File: src/rtl/ecc_status_pkg.sv
package ecc_status_pkg;

    localparam int ERR_KINDS = 2;
    localparam int KIND_UE   = 0;
    localparam int KIND_CE   = 1;

    // bit positions decoded by software
    localparam int POS_ROW_CE  = 0;
    localparam int POS_ROW_UE  = 4;
    localparam int POS_FLAG0   = 8;   // + kind index
    localparam int POS_MODE    = 10;
    localparam int POS_DIAG    = 12;
    localparam int POS_EN0     = 14;  // + kind index

    typedef enum logic [1:0] {
        ECC_OFF     = 2'd0,
        ECC_DETECT  = 2'd1,
        ECC_CORRECT = 2'd2,
        ECC_SCRUB   = 2'd3
    } ecc_mode_e;

    typedef struct packed {
        ecc_mode_e             mode;
        logic                  diag;
        logic [ERR_KINDS-1:0]  sig_en;
    } ctrl_t;

endpackage

File: src/rtl/ecc_err_slot.sv
module ecc_err_slot #(
    parameter int ROW_W = 4
) (
    input  logic             clk,
    input  logic             rst_n,
    input  logic             accept_i,
    input  logic             evt_i,
    input  logic [ROW_W-1:0] evt_row_i,
    input  logic             clr_i,
    input  logic             sig_en_i,
    output logic             flag_o,
    output logic [ROW_W-1:0] row_o,
    output logic             sig_o
);

    typedef struct packed {
        logic             flag;
        logic [ROW_W-1:0] row;
    } slot_t;

    slot_t st_d, st_q;
    logic  take;

    always_comb begin
        st_d = st_q;
        take = evt_i & accept_i;
        if (clr_i) begin
            st_d.flag = 1'b0;
        end
        if (take) begin
            st_d.flag = 1'b1;
            if (!st_q.flag) begin
                st_d.row = evt_row_i;
            end
        end
    end

    always_ff @(posedge clk or negedge rst_n) begin
        if (!rst_n) begin
            st_q <= '0;
        end else begin
            st_q <= st_d;
        end
    end

    assign flag_o = st_q.flag;
    assign row_o  = st_q.row;
    assign sig_o  = st_q.flag & sig_en_i;

    AST_W1C_CLEARS: assert property (@(posedge clk) disable iff (!rst_n)
        (clr_i && !(evt_i && accept_i)) |=> !flag_o);

    AST_EVENT_WINS: assert property (@(posedge clk) disable iff (!rst_n)
        (evt_i && accept_i) |=> flag_o);

    AST_ROW_HELD: assert property (@(posedge clk) disable iff (!rst_n)
        flag_o |=> $stable(row_o));

    AST_OFF_IGNORES: assert property (@(posedge clk) disable iff (!rst_n)
        (!accept_i && !flag_o) |=> (!flag_o && $stable(row_o)));

endmodule

File: src/rtl/ecc_mode_ctrl.sv
module ecc_mode_ctrl
    import ecc_status_pkg::*;
(
    input  logic                 clk,
    input  logic                 rst_n,
    input  logic                 wr_i,
    input  logic [1:0]           mode_i,
    input  logic                 diag_i,
    input  logic [ERR_KINDS-1:0] en_i,
    output ctrl_t                ctrl_o
);

    ctrl_t ctrl_d, ctrl_q;

    always_comb begin
        ctrl_d = ctrl_q;
        if (wr_i) begin
            ctrl_d.mode   = ecc_mode_e'(mode_i);
            ctrl_d.diag   = diag_i;
            ctrl_d.sig_en = en_i;
        end
    end

    always_ff @(posedge clk or negedge rst_n) begin
        if (!rst_n) begin
            ctrl_q <= '{mode: ECC_OFF, diag: 1'b0, sig_en: '0};
        end else begin
            ctrl_q <= ctrl_d;
        end
    end

    assign ctrl_o = ctrl_q;

    AST_CTRL_LOAD: assert property (@(posedge clk) disable iff (!rst_n)
        wr_i |=> (ctrl_o.diag == $past(diag_i) && ctrl_o.sig_en == $past(en_i)));

endmodule

File: src/rtl/ecc_status_rdmux.sv
module ecc_status_rdmux
    import ecc_status_pkg::*;
#(
    parameter int ROW_W = 4
) (
    input  ctrl_t                             ctrl_i,
    input  logic [ERR_KINDS-1:0]              flag_i,
    input  logic [ERR_KINDS-1:0][ROW_W-1:0]   row_i,
    output logic [31:0]                       word_o
);

    always_comb begin
        word_o = '0;
        word_o[POS_ROW_CE +: ROW_W]     = row_i[KIND_CE];
        word_o[POS_ROW_UE +: ROW_W]     = row_i[KIND_UE];
        word_o[POS_FLAG0 +: ERR_KINDS]  = flag_i;
        word_o[POS_MODE +: 2]           = ctrl_i.mode;
        word_o[POS_DIAG]                = ctrl_i.diag;
        word_o[POS_EN0 +: ERR_KINDS]    = ctrl_i.sig_en;
    end

endmodule

File: src/rtl/ecc_status_reg.sv
module ecc_status_reg
    import ecc_status_pkg::*;
#(
    parameter int ROW_W = 4
) (
    input  logic             clk,
    input  logic             rst_n,
    input  logic             reg_wr,
    input  logic [31:0]      reg_wdata,
    output logic [31:0]      reg_rdata,
    input  logic             ue_pulse,
    input  logic [ROW_W-1:0] ue_row,
    input  logic             ce_pulse,
    input  logic [ROW_W-1:0] ce_row,
    output logic             err_signal
);

    ctrl_t                           ctrl;
    logic [ERR_KINDS-1:0]            evt_vec;
    logic [ERR_KINDS-1:0][ROW_W-1:0] evt_rows;
    logic [ERR_KINDS-1:0]            flags;
    logic [ERR_KINDS-1:0][ROW_W-1:0] rows;
    logic [ERR_KINDS-1:0]            sigs;
    logic                            accept;
    logic                            wdata_unused;

    assign wdata_unused = ^{reg_wdata[31:16], reg_wdata[13], reg_wdata[7:0]};

    always_comb begin
        evt_vec           = '0;
        evt_rows          = '0;
        evt_vec[KIND_UE]  = ue_pulse;
        evt_vec[KIND_CE]  = ce_pulse;
        evt_rows[KIND_UE] = ue_row;
        evt_rows[KIND_CE] = ce_row;
    end

    assign accept = (ctrl.mode != ECC_OFF);

    ecc_mode_ctrl u_ctrl (
        .clk    (clk),
        .rst_n  (rst_n),
        .wr_i   (reg_wr),
        .mode_i (reg_wdata[POS_MODE +: 2]),
        .diag_i (reg_wdata[POS_DIAG]),
        .en_i   (reg_wdata[POS_EN0 +: ERR_KINDS]),
        .ctrl_o (ctrl)
    );

    for (genvar k = 0; k < ERR_KINDS; k++) begin : g_slot
        ecc_err_slot #(.ROW_W(ROW_W)) u_slot (
            .clk       (clk),
            .rst_n     (rst_n),
            .accept_i  (accept),
            .evt_i     (evt_vec[k]),
            .evt_row_i (evt_rows[k]),
            .clr_i     (reg_wr & reg_wdata[POS_FLAG0 + k]),
            .sig_en_i  (ctrl.sig_en[k]),
            .flag_o    (flags[k]),
            .row_o     (rows[k]),
            .sig_o     (sigs[k])
        );
    end

    ecc_status_rdmux #(.ROW_W(ROW_W)) u_rdmux (
        .ctrl_i (ctrl),
        .flag_i (flags),
        .row_i  (rows),
        .word_o (reg_rdata)
    );

    assign err_signal = |sigs;

    AST_RESV_ZERO: assert property (@(posedge clk) disable iff (!rst_n)
        (reg_rdata[31:16] == 16'h0 && reg_rdata[13] == 1'b0));

    AST_SIG_NEEDS_FLAG: assert property (@(posedge clk) disable iff (!rst_n)
        err_signal |-> (reg_rdata[9:8] != 2'b00));

    AST_MODE_LOAD: assert property (@(posedge clk) disable iff (!rst_n)
        reg_wr |=> (reg_rdata[11:10] == $past(reg_wdata[11:10])));

endmodule

File: config.mk
export PLATFORM = sky130hd
export DESIGN_NAME = ecc_status_reg
export DESIGN_NICKNAME = d
export VERILOG_FILES = /design/src/rtl/ecc_status_pkg.sv /design/src/rtl/ecc_err_slot.sv /design/src/rtl/ecc_mode_ctrl.sv /design/src/rtl/ecc_status_rdmux.sv /design/src/rtl/ecc_status_reg.sv
export SDC_FILE = /design/constraint.sdc
export NUM_CORES = 1
export LEC_CHECK = 0
export BUFFER_PORTS_ARGS = -buffer_cell sky130_fd_sc_hd__buf_4
export CAP_MARGIN = 20
export CELL_PAD_IN_SITES_DETAIL_PLACEMENT = 1
export CELL_PAD_IN_SITES_GLOBAL_PLACEMENT = 2
export CORE_ASPECT_RATIO = 1.1
export CORE_UTILIZATION = 18
export CTS_CLUSTER_SIZE = 30
export DETAILED_ROUTE_END_ITERATION = 8
export PLACE_DENSITY_LB_ADDON = 0.12
export SETUP_SLACK_MARGIN = 0.2
export SLEW_MARGIN = 20
export SYNTH_ARGS = -nofsm -noshare
export SYNTH_HDL_FRONTEND = slang
export SYNTH_SLANG_ARGS = --single-unit
File: constraint.sdc
create_clock -name clk -period 1.7 [get_ports clk]
set_clock_uncertainty 0.1 [all_clocks]
set_input_delay 0.085 -clock clk [delete_from_list [all_inputs] [get_ports clk]]
set_output_delay 0.085 -clock clk [all_outputs]
set_load 0.01 [all_outputs]
# == After elaboration in Yosys (flattened, before gate mapping) ==
# Cells that the tools add are included.
# word_totals
wordCells,27
output_inout_bits,33
reg_bits,15
inputBits,45
# classes
muxes,6
bitwise_logic,8
reduce_logical,6
# op_table
op,count
$mux W5,2
$mux W4,2
$and A1 B1 Y1,6
$reduce_bool A2 Y1,3
$reduce_and A2 Y1,2
$mux W1,2
$not A1 Y1,2
$reduce_or A2 Y1,1

# == Longest topological paths before layout ==
# depth
ltp_word,3
ltp_mapped,4
depth_no_buf,3

# == By module ==
# Synthesis repeated with hierarchy kept, for this count alone.
# hier_totals
hier_cells,75
area_unflattened_um2,898.4
# modules_own_cells
module,area_per_inst_um2,cells_per_inst,n_inst
ecc_err_slot,224.0,14,2
ecc_status_rdmux,244.0,33,1
ecc_mode_ctrl,181.4,10,1
ecc_status_reg,25.0,4,1

# == Least setup slack after synthesis ==
# Ideal clock, no wire load.
# synth_path
path_type,register to register
start,register u_ctrl.ctrl_q (netlist bit u_ctrl.ctrl_o[4])
end,register g_slot[0].u_slot.st_q (netlist bit g_slot[0].u_slot.row_o[0])
setup_ns,0.125
arrival_time_ns,0.995
stages_incl_launch_ff,4
setup_slack_ns,0.480
required_ns,1.475
synth_period_minus_slack_ns,1.220
path_cell_list,dfrtp_1 -> o21ai_2 -> nor2_4 -> mux2_4
# synth_between
elab_chain_cells,3
# synth_lines
element,line_no,rtl
"start, declared",ecc_mode_ctrl.sv:13,"ctrl_t ctrl_d, ctrl_q;"
"start signal, assigned",ecc_mode_ctrl.sv:26,"ctrl_q <= '{mode: ECC_OFF, diag: 1'b0, sig_en: '0};"
"start signal, assigned",ecc_mode_ctrl.sv:28,ctrl_q <= ctrl_d;
$reduce_bool A2 Y1,ecc_status_reg.sv:38,assign accept = (ctrl.mode != ECC_OFF);
$and A1 B1 Y1,ecc_err_slot.sv:26,take = evt_i & accept_i;
$reduce_and A2 Y1 (no source line),-,
"end signal, assigned",ecc_err_slot.sv:42,st_q <= st_d;
"end, declared",ecc_err_slot.sv:21,"slot_t st_d, st_q;"
# No other way between the ends.
# A chain may end at the register's enable or synchronous reset.

# == Final worst setup path ==
# layout_path
start,register u_ctrl.ctrl_q (netlist bit u_ctrl.ctrl_o[4])
end,register g_slot[1].u_slot.st_q (netlist bit g_slot[1].u_slot.row_o[2])
# layout_between
elab_chain_cells,3
# layout_lines
element,line_no
$reduce_bool A2 Y1,ecc_status_reg.sv:38
$and A1 B1 Y1,ecc_err_slot.sv:26
$reduce_and A2 Y1 (no source line),-
"end signal, assigned",ecc_err_slot.sv:42
"end, declared",ecc_err_slot.sv:21
# No other way between the ends.

==> flow_summary_export.csv <==
group,metric,value,unit
run_status,status,"finished, final reports clean",
sta,finalSetupViolCount,0,
global_route,grt_overflow,0,
synth,synth.mux.area_fraction,22.35,%
synth,synth_area_leaders,"dfrtp_1 (48%), buf_4 (20%), mux2_4 (15%)",
power,p_leak,0.0006012,uW
drt,drc,0,
synth,syn_inst,62,
clock_network,ctsHtreeMaxLevel,1,
synth,synth_top_area_cell,"dfrtp_1",
synth,yosys.area_share.adder,0,%
synth,synth_seq_area_share,47.54,%
flow_run,cap_violations,0,
place,io_buffer_count,35,
clock_network,cts_buffers,3,
critical_path,r2r-start,"u_ctrl.ctrl_o[4]",
global_route,grt_start_max_net_pins,16,
drt,vias,567,
layout,antenna_cells,0,
layout,final_common_cell,"buf_4",
critical_path,critPathKind,"register to register",
critical_path,worstPathArrival,1290,ps
die,ios,78,
sta,fmax,794.2,MHz
global_route,grt_usage,8.289,%
place,routabilityCongestion,0.6438,
place,postPlaceCellArea,1015,um2
clock_network,cts_sinks,15,
synth,synth_top_family_by_area,"multiplexers",
place,placedCellCount,143,
synth,synth-seq-cells,15,
power,p_comb_share,34.4,%
clock_network,clk_pin_slew,60,ps
clock_network,post-cts-setup-buffers,0,
synth,netlist_area,789.5,um2
layout,area_growth,57.05,%
layout,fin_area,1240,um2
power,internal_power,874.7,uW
die,rows,24,
synth,synth_xor_area_share,0,%
clock_network,cts_tree,"yes",
critical_path,crit_end,"g_slot[1].u_slot.row_o[2]",
critical_path,cp-start-kind,"register",
critical_path,critPathRequiredTime,1740,ps
power,seqPwrFrac,41.3,%
layout,final_cell_mix,"buf_4 (35), dlygate4sd3_1 (18), conb_1 (17)",
synth,yosys_warnings,0,
die,die_h,71.46,um
sta,tns,0,ps
drt,vias_per_cell,3.436,
power,pwr-share-clk,24.3,%
global_route,grt_pass1_wl,2808,um
die,core-area,4084,um2
drt,route.final.wire_length,1759,um
layout,layoutNonFillerInstCount,165,
critical_path,worst-r2r-setup-slack,440,ps
critical_path,crit_path_end_kind,"register",
synth,synth_top_area_share,47.54,%
clock_network,cts_buffer_depth,2,
die,start_util,19.33,%
drt,drt_iter0_drc,11,
power,netSwitchingFraction,28.11,%
synth,yosysUniqueCellTypes,10,
sta,finalCritPeriodShare,74.07,%
layout,nets,159,
drt,wl_per_cell,10.66,um
drt,drt_pass1_iterations,2,
power,p_per_area,981.2,nW/um2
sta,rsz0062_at_grt,"false",
power,ir_drop,0.2957,mV
sta,hold_viol,0,
min_path,holdCritPathClass,"primary input to register",
clock_network,root_buffer,"clkbuf_8",
drt,detail-route-antenna-nets,0,
die,die_w,65.15,um
clock_network,clk_latency,250,ps
global_route,grt_pass1_vias,557,
synth,synth_compound_area_share,3.328,%
power,power_switching,342.0,uW
critical_path,r2r.worst_path.cells,3,
global_route,antenna_found_initial,0,
critical_path,r2r_end,"g_slot[1].u_slot.row_o[2]",
sta,final_max_slew_viol_count,0,
die,die_area,4655,um2
sta,fin_crit,1259,ps
synth,avgSynthCellArea,12.73,um2
critical_path,startpoint,"u_ctrl.ctrl_o[4]",
synth,synth-simple-area-share,5.705,%
layout,drive_above_1_share,48.67,%
critical_path,crit_fanout,4,
state kept, by name, indices dropped and copies added (netlist names):
signal                cells
u_ctrl.ctrl_o             5
g_slot.u_slot.row_o       8
g_slot.u_slot.flag_o      2
layout make-up:
type / instances / area, um2
Clock buffer: 4 / 45.04
Fill cell: 490 / 2844
Multi-Input combinational cell: 41 / 311.5
Sequential cell: 15 / 375.4
Tap cell: 52 / 65.06
Timing Repair Buffer: 53 / 442.9
how the worst min path moves through the flow:
stage / start / end / slack (ps) / cells after the start
final: reg_wr / u_ctrl.ctrl_o[0] / 50 / 2
after global placement: rst_n / g_slot[1].u_slot.row_o[1] / -140 / 1
after floorplan: rst_n / g_slot[0].u_slot.flag_o / -310 / 0
after detailed placement: rst_n / g_slot[1].u_slot.row_o[1] / -140 / 1
after CTS: reg_wr / u_ctrl.ctrl_o[0] / 60 / 2
after global routing: reg_wr / u_ctrl.ctrl_o[0] / 70 / 2
cells by family after synthesis:
family | count (synthesis)
AOI/OAI and AO/OA | 3
muxes | 13
and+or+nand+nor | 8
buffers and inverters | 22
other | 1
DFF | 15
power by group through the flow:
| stage | clock network (uW) | registers, uW | logic (uW) |
|---|---|---|---|
| 6_report | 296 | 502 | 418 |
| 5_1_grt | 320 | 515 | 459 |
| 4_1_cts | 312 | 503 | 423 |
| 3_5_place_dp | 0 | 510 | 387 |
| 3_3_place_gp | 0 | 502 | 390 |
| 2_1_floorplan | 0 | 533 | 206 |
cells in the mapped netlist:
master and n:
o21ai_2 2, buf_2 1, nand2_1 6, nor2_4 2
mux2_2 5, a22o_1 1, buf_4 21, dfrtp_1 15
conb_1 1, mux2_4 8
critical path: stages, from the launching register on:
cell and delay, ps:
dfrtp_1 440, o21ai_2 110, nor2_4 180, mux2_4 320
through the flow:
stage	utilization (%)	hold slack, ps	total power [uW]	worst slack [ps]
after floorplan	-	-310.6	739.3	480.3
after global placement	24.85	-139.6	892.2	440.8
after detailed placement	24.85	-141.6	896.8	446.4
after CTS	30.36	57.07	1238	432.1
after global routing	30.36	65.33	1294	346.6
final	30.36	54.07	1217	440.9
timing repair:
item	CTS	global route
hold buffers	18	0
hold endpoints to repair	30	0
resized for setup	0	0
setup endpoints to repair	0	0
metal layers:
metal  GRT usage (%)  share of wire (%)  vias to the layer above
met5               0                  0                        -
li1                -                  -                      267
met4           5.072                1.9                        0
met3           2.070                8.0                        4
met2           11.57                 44                       33
met1           11.39                 47                      263
(Power assumes the default switching activity.)
